$ cat config.mk
export PLATFORM = sky130hd
export DESIGN_NAME = sp_slave_engine
export DESIGN_NICKNAME = d
export VERILOG_FILES = /design/src/rtl/sp_pkg.sv /design/src/rtl/sp_regfile.sv /design/src/rtl/sp_frame_fsm.sv /design/src/rtl/sp_slave_engine.sv
export SDC_FILE = /design/constraint.sdc
export NUM_CORES = 1
export LEC_CHECK = 0
export BUFFER_PORTS_ARGS = -buffer_cell sky130_fd_sc_hd__clkbuf_2
export CAP_MARGIN = 20
export CORE_MARGIN = 5
export CORE_UTILIZATION = 54
export DETAILED_ROUTE_END_ITERATION = 7
export PLACE_DENSITY = 0.9
export SYNTH_ARGS = -nofsm -noshare
export SYNTH_HDL_FRONTEND = slang
export SYNTH_SLANG_ARGS = --single-unit
$ cat constraint.sdc
create_clock -name clk -period 2.3 [get_ports clk]
set_input_delay 0.345 -clock clk [delete_from_list [all_inputs] [get_ports clk]]
set_output_delay 0.345 -clock clk [all_outputs]
set_load 0.05 [all_outputs]
$ cat src/rtl/sp_pkg.sv
package sp_pkg;
    localparam int DATA_W  = 16;
    localparam int SHORT_W = 8;
    localparam int DEV_W   = 3;
    localparam int REG_W   = 6;
    localparam int STRAP_W = 2;
    localparam int CNT_W   = $clog2(DATA_W + 1);

    typedef enum logic [1:0] {
        SYM_B0    = 2'd0,
        SYM_B1    = 2'd1,
        SYM_START = 2'd2,
        SYM_BRST  = 2'd3
    } sym_e;

    typedef enum logic [2:0] {
        ST_IDLE, ST_DEVNUM, ST_REGNUM, ST_DIR,
        ST_DATA, ST_PARITY, ST_ACK, ST_DRAIN
    } fsm_e;

    localparam logic [REG_W-1:0] RA_DEVNUM = 6'h00;
    localparam logic [REG_W-1:0] RA_MFR    = 6'h01;
    localparam logic [REG_W-1:0] RA_PART   = 6'h02;
    localparam logic [REG_W-1:0] RA_CAPS   = 6'h03;
    localparam logic [REG_W-1:0] RA_STAT   = 6'h04;
    localparam logic [REG_W-1:0] RA_CTRL   = 6'h05;
    localparam logic [REG_W-1:0] RA_TCAPS  = 6'h08;
    localparam logic [REG_W-1:0] RA_TEMP   = 6'h09;
    localparam logic [REG_W-1:0] RA_TCTL   = 6'h0A;
    localparam logic [REG_W-1:0] RA_RATE   = 6'h20;

    localparam logic [DATA_W-1:0]  MFR_VAL    = 16'h104C;
    localparam logic [DATA_W-1:0]  PART_VAL   = 16'h008D;
    localparam logic [DATA_W-1:0]  CAPS_VAL   = 16'h0001;
    localparam logic [DATA_W-1:0]  TCAPS_VAL  = 16'h014A;
    localparam logic [SHORT_W-1:0] RATE_RST   = 8'h02;
    localparam logic [DATA_W-1:0]  CTRL_MASK  = 16'h0017;
    localparam logic [DATA_W-1:0]  TCTL_MASK  = 16'h0003;
    localparam logic [SHORT_W-1:0] RATE_MASK  = 8'h03;
    localparam logic [DATA_W-1:0]  BCAST_MASK = 16'h0003;

    function automatic logic is_short(input logic [REG_W-1:0] a);
        return (a == RA_DEVNUM) || (a == RA_STAT) || (a == RA_RATE);
    endfunction
endpackage

$ cat src/rtl/sp_regfile.sv
module sp_regfile
    import sp_pkg::*;
(
    input  logic                clk,
    input  logic                rst_n,
    input  logic [REG_W-1:0]    addr,
    input  logic [DEV_W-1:0]    dev_num,
    input  logic [SHORT_W-1:0]  status_in,
    input  logic [DATA_W-1:0]   temp_in,
    input  logic                wr_stb,
    input  logic                wr_bcast,
    input  logic [DATA_W-1:0]   wr_data,
    output logic [DATA_W-1:0]   rd_val,
    output logic [DATA_W-1:0]   ctrl_reg,
    output logic [DATA_W-1:0]   tctl_reg,
    output logic [SHORT_W-1:0]  rate_reg
);
    logic rst_pend;

    always_ff @(posedge clk or negedge rst_n) begin
        if (!rst_n) begin
            ctrl_reg <= '0;
            tctl_reg <= '0;
            rate_reg <= RATE_RST;
            rst_pend <= 1'b0;
        end else if (rst_pend) begin
            ctrl_reg <= '0;
            tctl_reg <= '0;
            rate_reg <= RATE_RST;
            rst_pend <= 1'b0;
        end else if (wr_stb) begin
            if (wr_bcast) begin
                if (addr == RA_CTRL) begin
                    ctrl_reg <= (ctrl_reg & ~BCAST_MASK) | (wr_data & BCAST_MASK);
                    rst_pend <= wr_data[0];
                end
            end else begin
                case (addr)
                    RA_CTRL: begin
                        ctrl_reg <= wr_data & CTRL_MASK;
                        rst_pend <= wr_data[0];
                    end
                    RA_TCTL: tctl_reg <= wr_data & TCTL_MASK;
                    RA_RATE: rate_reg <= wr_data[SHORT_W-1:0] & RATE_MASK;
                    default: ;
                endcase
            end
        end
    end

    always_comb begin
        case (addr)
            RA_DEVNUM: rd_val = DATA_W'(dev_num);
            RA_MFR:    rd_val = MFR_VAL;
            RA_PART:   rd_val = PART_VAL;
            RA_CAPS:   rd_val = CAPS_VAL;
            RA_STAT:   rd_val = DATA_W'(status_in);
            RA_CTRL:   rd_val = ctrl_reg;
            RA_TCAPS:  rd_val = TCAPS_VAL;
            RA_TEMP:   rd_val = temp_in;
            RA_TCTL:   rd_val = tctl_reg;
            RA_RATE:   rd_val = DATA_W'(rate_reg);
            default:   rd_val = '0;
        endcase
    end
endmodule

$ cat src/rtl/sp_frame_fsm.sv
module sp_frame_fsm
    import sp_pkg::*;
(
    input  logic                clk,
    input  logic                rst_n,
    input  logic                sym_valid,
    input  logic [1:0]          sym_code,
    input  logic [STRAP_W-1:0]  strap,
    input  logic [DATA_W-1:0]   rd_val,
    output logic [DEV_W-1:0]    my_addr,
    output logic                tx_en,
    output logic                tx_one,
    output logic                rd_stb,
    output logic                wr_stb,
    output logic                wr_bcast,
    output logic [REG_W-1:0]    reg_addr,
    output logic [DATA_W-1:0]   wr_data,
    output logic                ack_err
);
    fsm_e               state, nxt;
    logic [CNT_W-1:0]   cnt;
    logic [DEV_W-1:0]   dev;
    logic [DATA_W-1:0]  shreg;
    logic               par;
    logic               is_rd;
    logic               len16;
    logic               is_bit;
    logic               bval;
    logic               is_start;
    logic [DEV_W-1:0]   dev_full;
    logic               data_last;
    logic               bcast;

    assign is_bit    = sym_valid && (sym_code == SYM_B0 || sym_code == SYM_B1);
    assign bval      = (sym_code == SYM_B1);
    assign is_start  = sym_valid && (sym_code == SYM_START);
    assign dev_full  = {dev[DEV_W-2:0], bval};
    assign bcast     = (dev == '0);
    assign data_last = len16 ? (cnt == CNT_W'(DATA_W - 1)) : (cnt == CNT_W'(SHORT_W - 1));

    // next-state decode
    always_comb begin
        nxt = state;
        if (is_start) begin
            nxt = ST_DEVNUM;
        end else if (sym_valid && sym_code == SYM_BRST) begin
            nxt = ST_IDLE;
        end else if (is_bit) begin
            unique case (state)
                ST_IDLE:   nxt = ST_IDLE;
                ST_DRAIN:  nxt = ST_DRAIN;
                ST_DEVNUM: if (cnt == CNT_W'(DEV_W - 1))
                               nxt = (dev_full == '0 || dev_full == my_addr) ? ST_REGNUM : ST_DRAIN;
                ST_REGNUM: if (cnt == CNT_W'(REG_W - 1)) nxt = ST_DIR;
                ST_DIR:    nxt = (bval && bcast) ? ST_DRAIN : ST_DATA;
                ST_DATA:   if (data_last) nxt = ST_PARITY;
                ST_PARITY: nxt = ST_ACK;
                ST_ACK:    nxt = ST_DRAIN;
            endcase
        end
    end

    // state register
    always_ff @(posedge clk or negedge rst_n) begin
        if (!rst_n) state <= ST_IDLE;
        else        state <= nxt;
    end

    // frame datapath
    always_ff @(posedge clk or negedge rst_n) begin
        if (!rst_n) begin
            cnt      <= '0;
            dev      <= '0;
            reg_addr <= '0;
            shreg    <= '0;
            par      <= 1'b0;
            is_rd    <= 1'b0;
            len16    <= 1'b0;
            my_addr  <= DEV_W'(1);
            rd_stb   <= 1'b0;
            wr_stb   <= 1'b0;
            ack_err  <= 1'b0;
            wr_bcast <= 1'b0;
            wr_data  <= '0;
        end else begin
            rd_stb  <= 1'b0;
            wr_stb  <= 1'b0;
            ack_err <= 1'b0;
            if (is_start) begin
                cnt     <= '0;
                par     <= 1'b0;
                my_addr <= DEV_W'(strap) + DEV_W'(1);
            end else if (is_bit) begin
                cnt <= (nxt != state) ? '0 : cnt + CNT_W'(1);
                if (state inside {ST_DEVNUM, ST_REGNUM, ST_DIR, ST_DATA, ST_PARITY})
                    par <= par ^ bval;
                unique case (state)
                    ST_DEVNUM: dev <= dev_full;
                    ST_REGNUM: reg_addr <= {reg_addr[REG_W-2:0], bval};
                    ST_DIR: begin
                        is_rd <= bval;
                        len16 <= !is_short(reg_addr);
                        if (!bval)
                            shreg <= '0;
                        else if (is_short(reg_addr))
                            shreg <= {rd_val[SHORT_W-1:0], {(DATA_W-SHORT_W){1'b0}}};
                        else
                            shreg <= rd_val;
                    end
                    ST_DATA: shreg <= is_rd ? {shreg[DATA_W-2:0], 1'b0}
                                            : {shreg[DATA_W-2:0], bval};
                    ST_ACK: begin
                        if (bval) begin
                            rd_stb <= is_rd;
                            wr_stb <= !is_rd;
                        end else begin
                            ack_err <= 1'b1;
                        end
                        wr_bcast <= bcast;
                        wr_data  <= len16 ? shreg : DATA_W'(shreg[SHORT_W-1:0]);
                    end
                    default: ;
                endcase
            end
        end
    end

    // slave-owned slot outputs
    always_comb begin
        tx_en  = 1'b0;
        tx_one = 1'b0;
        unique case (state)
            ST_DATA: begin
                tx_en  = is_rd;
                tx_one = is_rd && shreg[DATA_W-1];
            end
            ST_PARITY: begin
                tx_en  = is_rd;
                tx_one = is_rd && par;
            end
            ST_ACK: begin
                tx_en  = !is_rd;
                tx_one = !is_rd && !par;
            end
            default: ;
        endcase
    end
endmodule

$ cat src/rtl/sp_slave_engine.sv
module sp_slave_engine
    import sp_pkg::*;
(
    input  logic                clk,
    input  logic                rst_n,
    input  logic                sym_valid,
    input  logic [1:0]          sym_code,
    input  logic [1:0]          strap,
    input  logic [7:0]          status_in,
    input  logic [15:0]         temp_in,
    output logic                tx_en,
    output logic                tx_one,
    output logic                rd_stb,
    output logic                wr_stb,
    output logic [5:0]          reg_addr,
    output logic [15:0]         wr_data,
    output logic                ack_err,
    output logic [15:0]         ctrl_reg,
    output logic [15:0]         tctl_reg,
    output logic [7:0]          rate_reg
);
    logic [DEV_W-1:0]  my_addr;
    logic [DATA_W-1:0] rd_val;
    logic              wr_bcast;

    sp_frame_fsm u_fsm (
        .clk       (clk),
        .rst_n     (rst_n),
        .sym_valid (sym_valid),
        .sym_code  (sym_code),
        .strap     (strap),
        .rd_val    (rd_val),
        .my_addr   (my_addr),
        .tx_en     (tx_en),
        .tx_one    (tx_one),
        .rd_stb    (rd_stb),
        .wr_stb    (wr_stb),
        .wr_bcast  (wr_bcast),
        .reg_addr  (reg_addr),
        .wr_data   (wr_data),
        .ack_err   (ack_err)
    );

    sp_regfile u_regs (
        .clk       (clk),
        .rst_n     (rst_n),
        .addr      (reg_addr),
        .dev_num   (my_addr),
        .status_in (status_in),
        .temp_in   (temp_in),
        .wr_stb    (wr_stb),
        .wr_bcast  (wr_bcast),
        .wr_data   (wr_data),
        .rd_val    (rd_val),
        .ctrl_reg  (ctrl_reg),
        .tctl_reg  (tctl_reg),
        .rate_reg  (rate_reg)
    );
endmodule

# Word-level counts from Yosys, hierarchy flattened
# Index checks and enable logic that the tools add are counted.
[classes] eq_ne=26 bitwise=3 n_addsub=2 mux=52 n_reduce_logical=38
[ops] operator="$mux W16" count=12
[ops] operator="$pmux W16 S10" count=1
[ops] operator="$mux W8" count=4
[ops] operator="$pmux W16 S2" count=1
[ops] operator="$mux W3" count=7
[ops] operator="$pmux W3 S7" count=1
[ops] operator="$reduce_and A3 Y1" count=7
[ops] operator="$mux W1" count=20
[ops] operator="$eq A6 B4 Y1 const B" count=3
[ops] operator="$or A16 B2 Y16" count=1
[ops] operator="$mux W5" count=3
[ops] operator="$reduce_bool A2 Y1" count=7
[ops] operator="$eq A3 B3 Y1 const B" count=4
[ops] operator="$eq A6 B2 Y1 const B" count=2
[ops] operator="$eq A6 B3 Y1 const B" count=2
[ops] operator="$eq A5 B3 Y1 const B" count=2
[ops] operator="$logic_not A3 Y1" count=3
[ops] operator="$logic_and A1 B1 Y1" count=7
[ops] operator="$eq A3 B2 Y1 const B" count=2
[ops] operator="$eq A6 B1 Y1 const B" count=1
[ops] operator="$eq A6 B6 Y1 const B" count=1
[ops] operator="$logic_not A6 Y1" count=1
[ops] operator="$add A5 B1 Y5 const B" count=1
[ops] operator="$eq A5 B2 Y1 const B" count=1
[ops] operator="19 further kinds" count=27
[word_totals] reg_bits=100 output_inout_bits=67 elab_cells=139

# Longest topological paths before layout
[logic_depth] ltp_word=13 ltp_mapped=8 depth_no_buf=7

# Hierarchy
# From an unflattened synthesis, not the netlist that was laid out.
[unflattened] hier_cells=429 hier_area_um2=3995.1
[by_module_without_submodules] module="sp_frame_fsm" n_inst=1 area_each_um2=2927.8 seq_area_each_um2=1477.7 cells_each=291
[by_module_without_submodules] module="sp_regfile" n_inst=1 area_each_um2=1067.3 seq_area_each_um2=226.5 cells_each=138

# Worst setup path before layout
# Ideal clock, no wire load.
[synth_timing] kind="register to register" start="reg u_fsm.reg_addr[0]" end="reg u_fsm.shreg[15]" required_time_ps=2163 stages_incl_launch_ff=8 t_arrival_ps=1982 period_less_slack_ps=2119 setup_ps=137 path_slack_ps=181 path_cell_list="dfrtp_1 > buf_6 > nor2b_2 > and3_4 > buf_6 > a221o_1 > a222oi_1 > a21oi_1"
[synth_between] elab_chain_len=6 word_cells_on_any_way=16 classes_between="9 x eq/ne; 4 x mux; 3 x reduce/logical"
[synth_rtl] item="start, declared" line="sp_frame_fsm.sv:16" rtl="output logic [REG_W-1:0] reg_addr,"
[synth_rtl] item="start signal, assigned" line="sp_frame_fsm.sv:99" rtl="ST_REGNUM: reg_addr <= {reg_addr[REG_W-2:0], bval};"
[synth_rtl] item="parallel branches: the longest is 3 deep, another holds $pmux W16 S10"
[synth_rtl] item="$mux W16 *" line="sp_frame_fsm.sv:105" rtl="else if (is_short(reg_addr))"
[synth_rtl] item="$mux W16 *" line="sp_frame_fsm.sv:103" rtl="if (!bval)"
[synth_rtl] item="$pmux W16 S2 *" line="sp_frame_fsm.sv:97" rtl="unique case (state)"
[synth_rtl] item="end signal, assigned" line="sp_frame_fsm.sv:106" rtl="shreg <= {rd_val[SHORT_W-1:0], {(DATA_W-SHORT_W){1'b0}}};"
[synth_rtl] item="end signal, assigned" line="sp_frame_fsm.sv:108" rtl="shreg <= rd_val;"
[synth_rtl] item="end signal, assigned" line="sp_frame_fsm.sv:110" rtl="ST_DATA: shreg <= is_rd ? {shreg[DATA_W-2:0], 1'b0}"
[synth_rtl] item="end, declared" line="sp_frame_fsm.sv:23" rtl="logic [DATA_W-1:0] shreg;"
# Mark *: on every way between the ends.
# A chain may end at the register's enable or synchronous reset.

# Worst setup path in the final report
[layout_timing] start="reg u_fsm.state[1]" end="out tx_one"
[layout_between] elab_chain_len=2 word_cells_on_any_way=4 classes_between="3 x eq/ne; 1 x mux"
[layout_rtl] item="start, declared" line="sp_frame_fsm.sv:20" rtl="fsm_e state, nxt;"
[layout_rtl] item="start signal, assigned" line="sp_frame_fsm.sv:66" rtl="else state <= nxt;"
[layout_rtl] item="$eq A3 B3 Y1" line="sp_frame_fsm.sv:132" rtl="unique case (state)"
[layout_rtl] item="$pmux W1 S3 *" line="sp_frame_fsm.sv:132"
[layout_rtl] item="end, declared" line="sp_slave_engine.sv:12" rtl="output logic tx_one,"
# Mark *: on every way between the ends. The rest lies on a longest branch, timed or not.

==> reports/metrics.csv <==
metric,value,unit
dpl hpwl,7.01,mm
startpoint class of the critical path,flop,
post-CTS resize count,0,
Synth top area share,42.2,%
"Seq/Total Area, Yosys",43.5,%
biggest regs,"u_fsm.shreg x16, u_fsm.wr_data x16, u_fsm.reg_addr x6",
initial antenna violation count,0,
CP arrival,1.80,ns
fin crit share,93.3,%
Detail Route Antenna Nets,0,
crit-path max cell delay,0.58,ns
htree depth,3,
Die Span Y,95.1,µm
total gr overflow,0,
wire per inst,16.8,µm
Global Route Usage Sum,22.8,%
VDD IR max,0.500,mV
Worst Setup End Kind,output port,
clk buf depth,2,
yosys synthesis warning count,0,
"Clk pin slew, worst setup/hold paths",0.08,ns
pre-CTS setup slack,0.296,ns
WL final,9.76,mm
Fill cells,610,
synth top area cells,"dfrtp_1 42%, buf_4 6.1%, nand2_1 5.0%",
post-synthesis cell type count,69,
Final GP Congestion,0.932,
Worst EP required,1.96,ns
core area,7140,µm²
I/O pin cnt,98,
drt pass-1 iters,5,
number of global-route vias before repair,3118,
multi-input logic area,1930,µm²
min Tclk post-route,2.15,ns
cts bufs inserted,9,
layout cells sized above 1,26.0,%
CP max-delay cell,dfrtp_1,
RSZ-0062 raised after global routing,no,
worst-path fanout max,12,
Post-CTS Hold Buffers,0,
kind of critical path,flop to output port,
leak pwr,0.00212,µW
Min Hold Slack,-0.0151,ns
worst slew pin tran,0.592,ns
failing checks,hold timing,
CTS tree,built,
Setup Buffers After CTS,0,
Post-synth EDFFs,0,
Starting Density,54.9,%
Clock Latency Late Sink,0.36,ns
ys flop type,dfrtp_1,
largest net degree at the start of global routing,30,
Fin. Hold Viols,25,
Slew HR,60.5,%
max_cap viols,0,
Placed Instance Area,4190,µm²
Post-route DRC,0,
Fin Setup TNS,0,ns
vias per inst,5.77,
HP Class,input port to asynchronous set/reset pin,
Async SR Flop Fraction,100,%
first-pass GRT wire length,15.7,mm
Max Transition Viols Final,0,
# clock sinks,68,
Final Skew,0.0101,ns
#FFs+latches synth,68,
Iter 0 DRT Violations,380,
Syn Area/Cell,9.34,µm²
footprint of the flip-flops and latches,1710,µm²
Rows,31,
f_max,466,MHz
Finished Cell Area,4380,µm²
chip width,95.1,µm
"Cell Area, Synth",3920,µm²
power per cell area,842,nW/µm²
path depth of the worst reg2reg path,7,
most area-hungry cell type in the Yosys netlist,dfrtp_1,
port bufs,65,
root buffer cell,clkbuf_8,
Area Growth Syn to Fin,11.9,%
nets,512,
Syn Inst Count,419,
Via Count,3347,
"Cell Chain, Critical Path","nand2b_1, o32ai_1, and2_1, clkbuf_2",
Die Area,9050,µm²
# setup viols final,0,
PnR worst setup slack,0.153,ns
ANT cells,0,
status,"complete, but fails checks",
-- worst max-delay path: cells and delay by family, from the launching register on --
kind | cells | cell delay, ns
AND/OR/NAND/NOR | 2 | 0.36
AO/OA/AOI/OAI | 1 | 0.23
flip-flops | 1 | 0.58
buffers and inverters | 1 | 0.28
-- stage by stage --
step	instances	total power [µW]	utilization, %
final	580	3690	61.4
after global routing	580	3870	61.4
after floorplan	450	2430	-
after detailed placement	565	2690	58.7
after global placement	565	2650	58.7
after CTS	580	3680	61.4
-- area by class of cell --
| type | instances | share of cell area [%] |
|---|---|---|
| flip-flops and latches | 68 | 38.9 |
| repair buffers | 75 | 9.14 |
| clock inverters | 4 | 1.14 |
| multi-input cells | 315 | 44.0 |
| inverters | 8 | 0.686 |
| well taps | 99 | 2.83 |
| clock buffers | 11 | 3.23 |
-- placed cells by master (no fill, tap or decap), drive strengths merged, types with 6 or more instances in the layout --
cell / count
buf: 11
conb: 32
inv: 8
dfrtp: 66
o21ai: 26
nor3: 10
a21oi: 19
nand3: 13
nand2: 52
mux2i: 8
mux2: 17
and2: 6
a22oi: 8
nand2b: 6
clkbuf: 75
nor2: 38
-- per-layer routing --
| layer | routed length [µm] | track usage (%) |
|---|---|---|
| met1 | 3970 | 30.7 |
| met2 | 4490 | 33.6 |
| met3 | 1040 | 7.66 |
| met4 | 269 | 9.50 |
| met5 | 0 | 0 |
-- synth_stat cells, types with 2 or more instances --
cell type / instances
buf_6: 2
nor3_2: 3
a31oi_1: 5
a221oi_1: 2
nand3_1: 13
o21ai_1: 7
and2_1: 6
and3_1: 2
a211oi_1: 2
o21bai_1: 2
mux2i_1: 8
nor2_1: 38
nand4_1: 3
nand2b_1: 6
buf_4: 32
a222oi_1: 3
o221ai_1: 4
inv_1: 8
dfrtp_1: 66
nand2_1: 52
or3_1: 4
clkbuf_1: 15
o21ba_2: 2
ha_1: 4
a41oi_1: 2
a22oi_1: 8
o21ai_0: 19
dfstp_2: 2
xnor2_1: 3
a221o_1: 4
nand3b_1: 2
nor3b_1: 2
nor2b_1: 4
mux2_2: 17
nor3_1: 7
a21oi_1: 19
buf_2: 9
-- cell families (layout without fill, tap and decap cells) --
logic type	after synthesis	count (layout)	synth area share [%]
adder cells (fa/ha/maj)	4	4	1.28
buffers and inverters	67	98	10.2
AND/OR/NAND/NOR	158	158	21.3
multiplexers	25	25	6.94
other	1	32	0.0958
flip-flops	68	68	43.5
XOR/XNOR	4	4	0.895
AO/OA/AOI/OAI	92	92	15.8
-- path summary, 6_finish.rpt --
path | from | end | slack (ns)
setup reg to reg | u_fsm.cnt[0] | u_fsm.cnt[0] | 0.28
max in group asynchronous | rst_n | u_regs.rate_reg[1] | 1.54
setup / recovery | u_fsm.state[1] | tx_one | 0.15
hold / removal | rst_n | u_fsm.shreg[13] | -0.02
hold reg to reg | u_fsm.wr_data[13] | u_fsm.wr_data[13] | 0.48
min in group clk | strap[0] | u_fsm.my_addr[0] | 0.15
-- power by group --
| part | internal [µW] | switching, µW |
|---|---|---|
| registers | 1360 | 247 |
| logic | 371 | 718 |
| clock network | 523 | 470 |
| total | 2250 | 1430 |
Note: power is estimated with default switching activity, not from simulation.
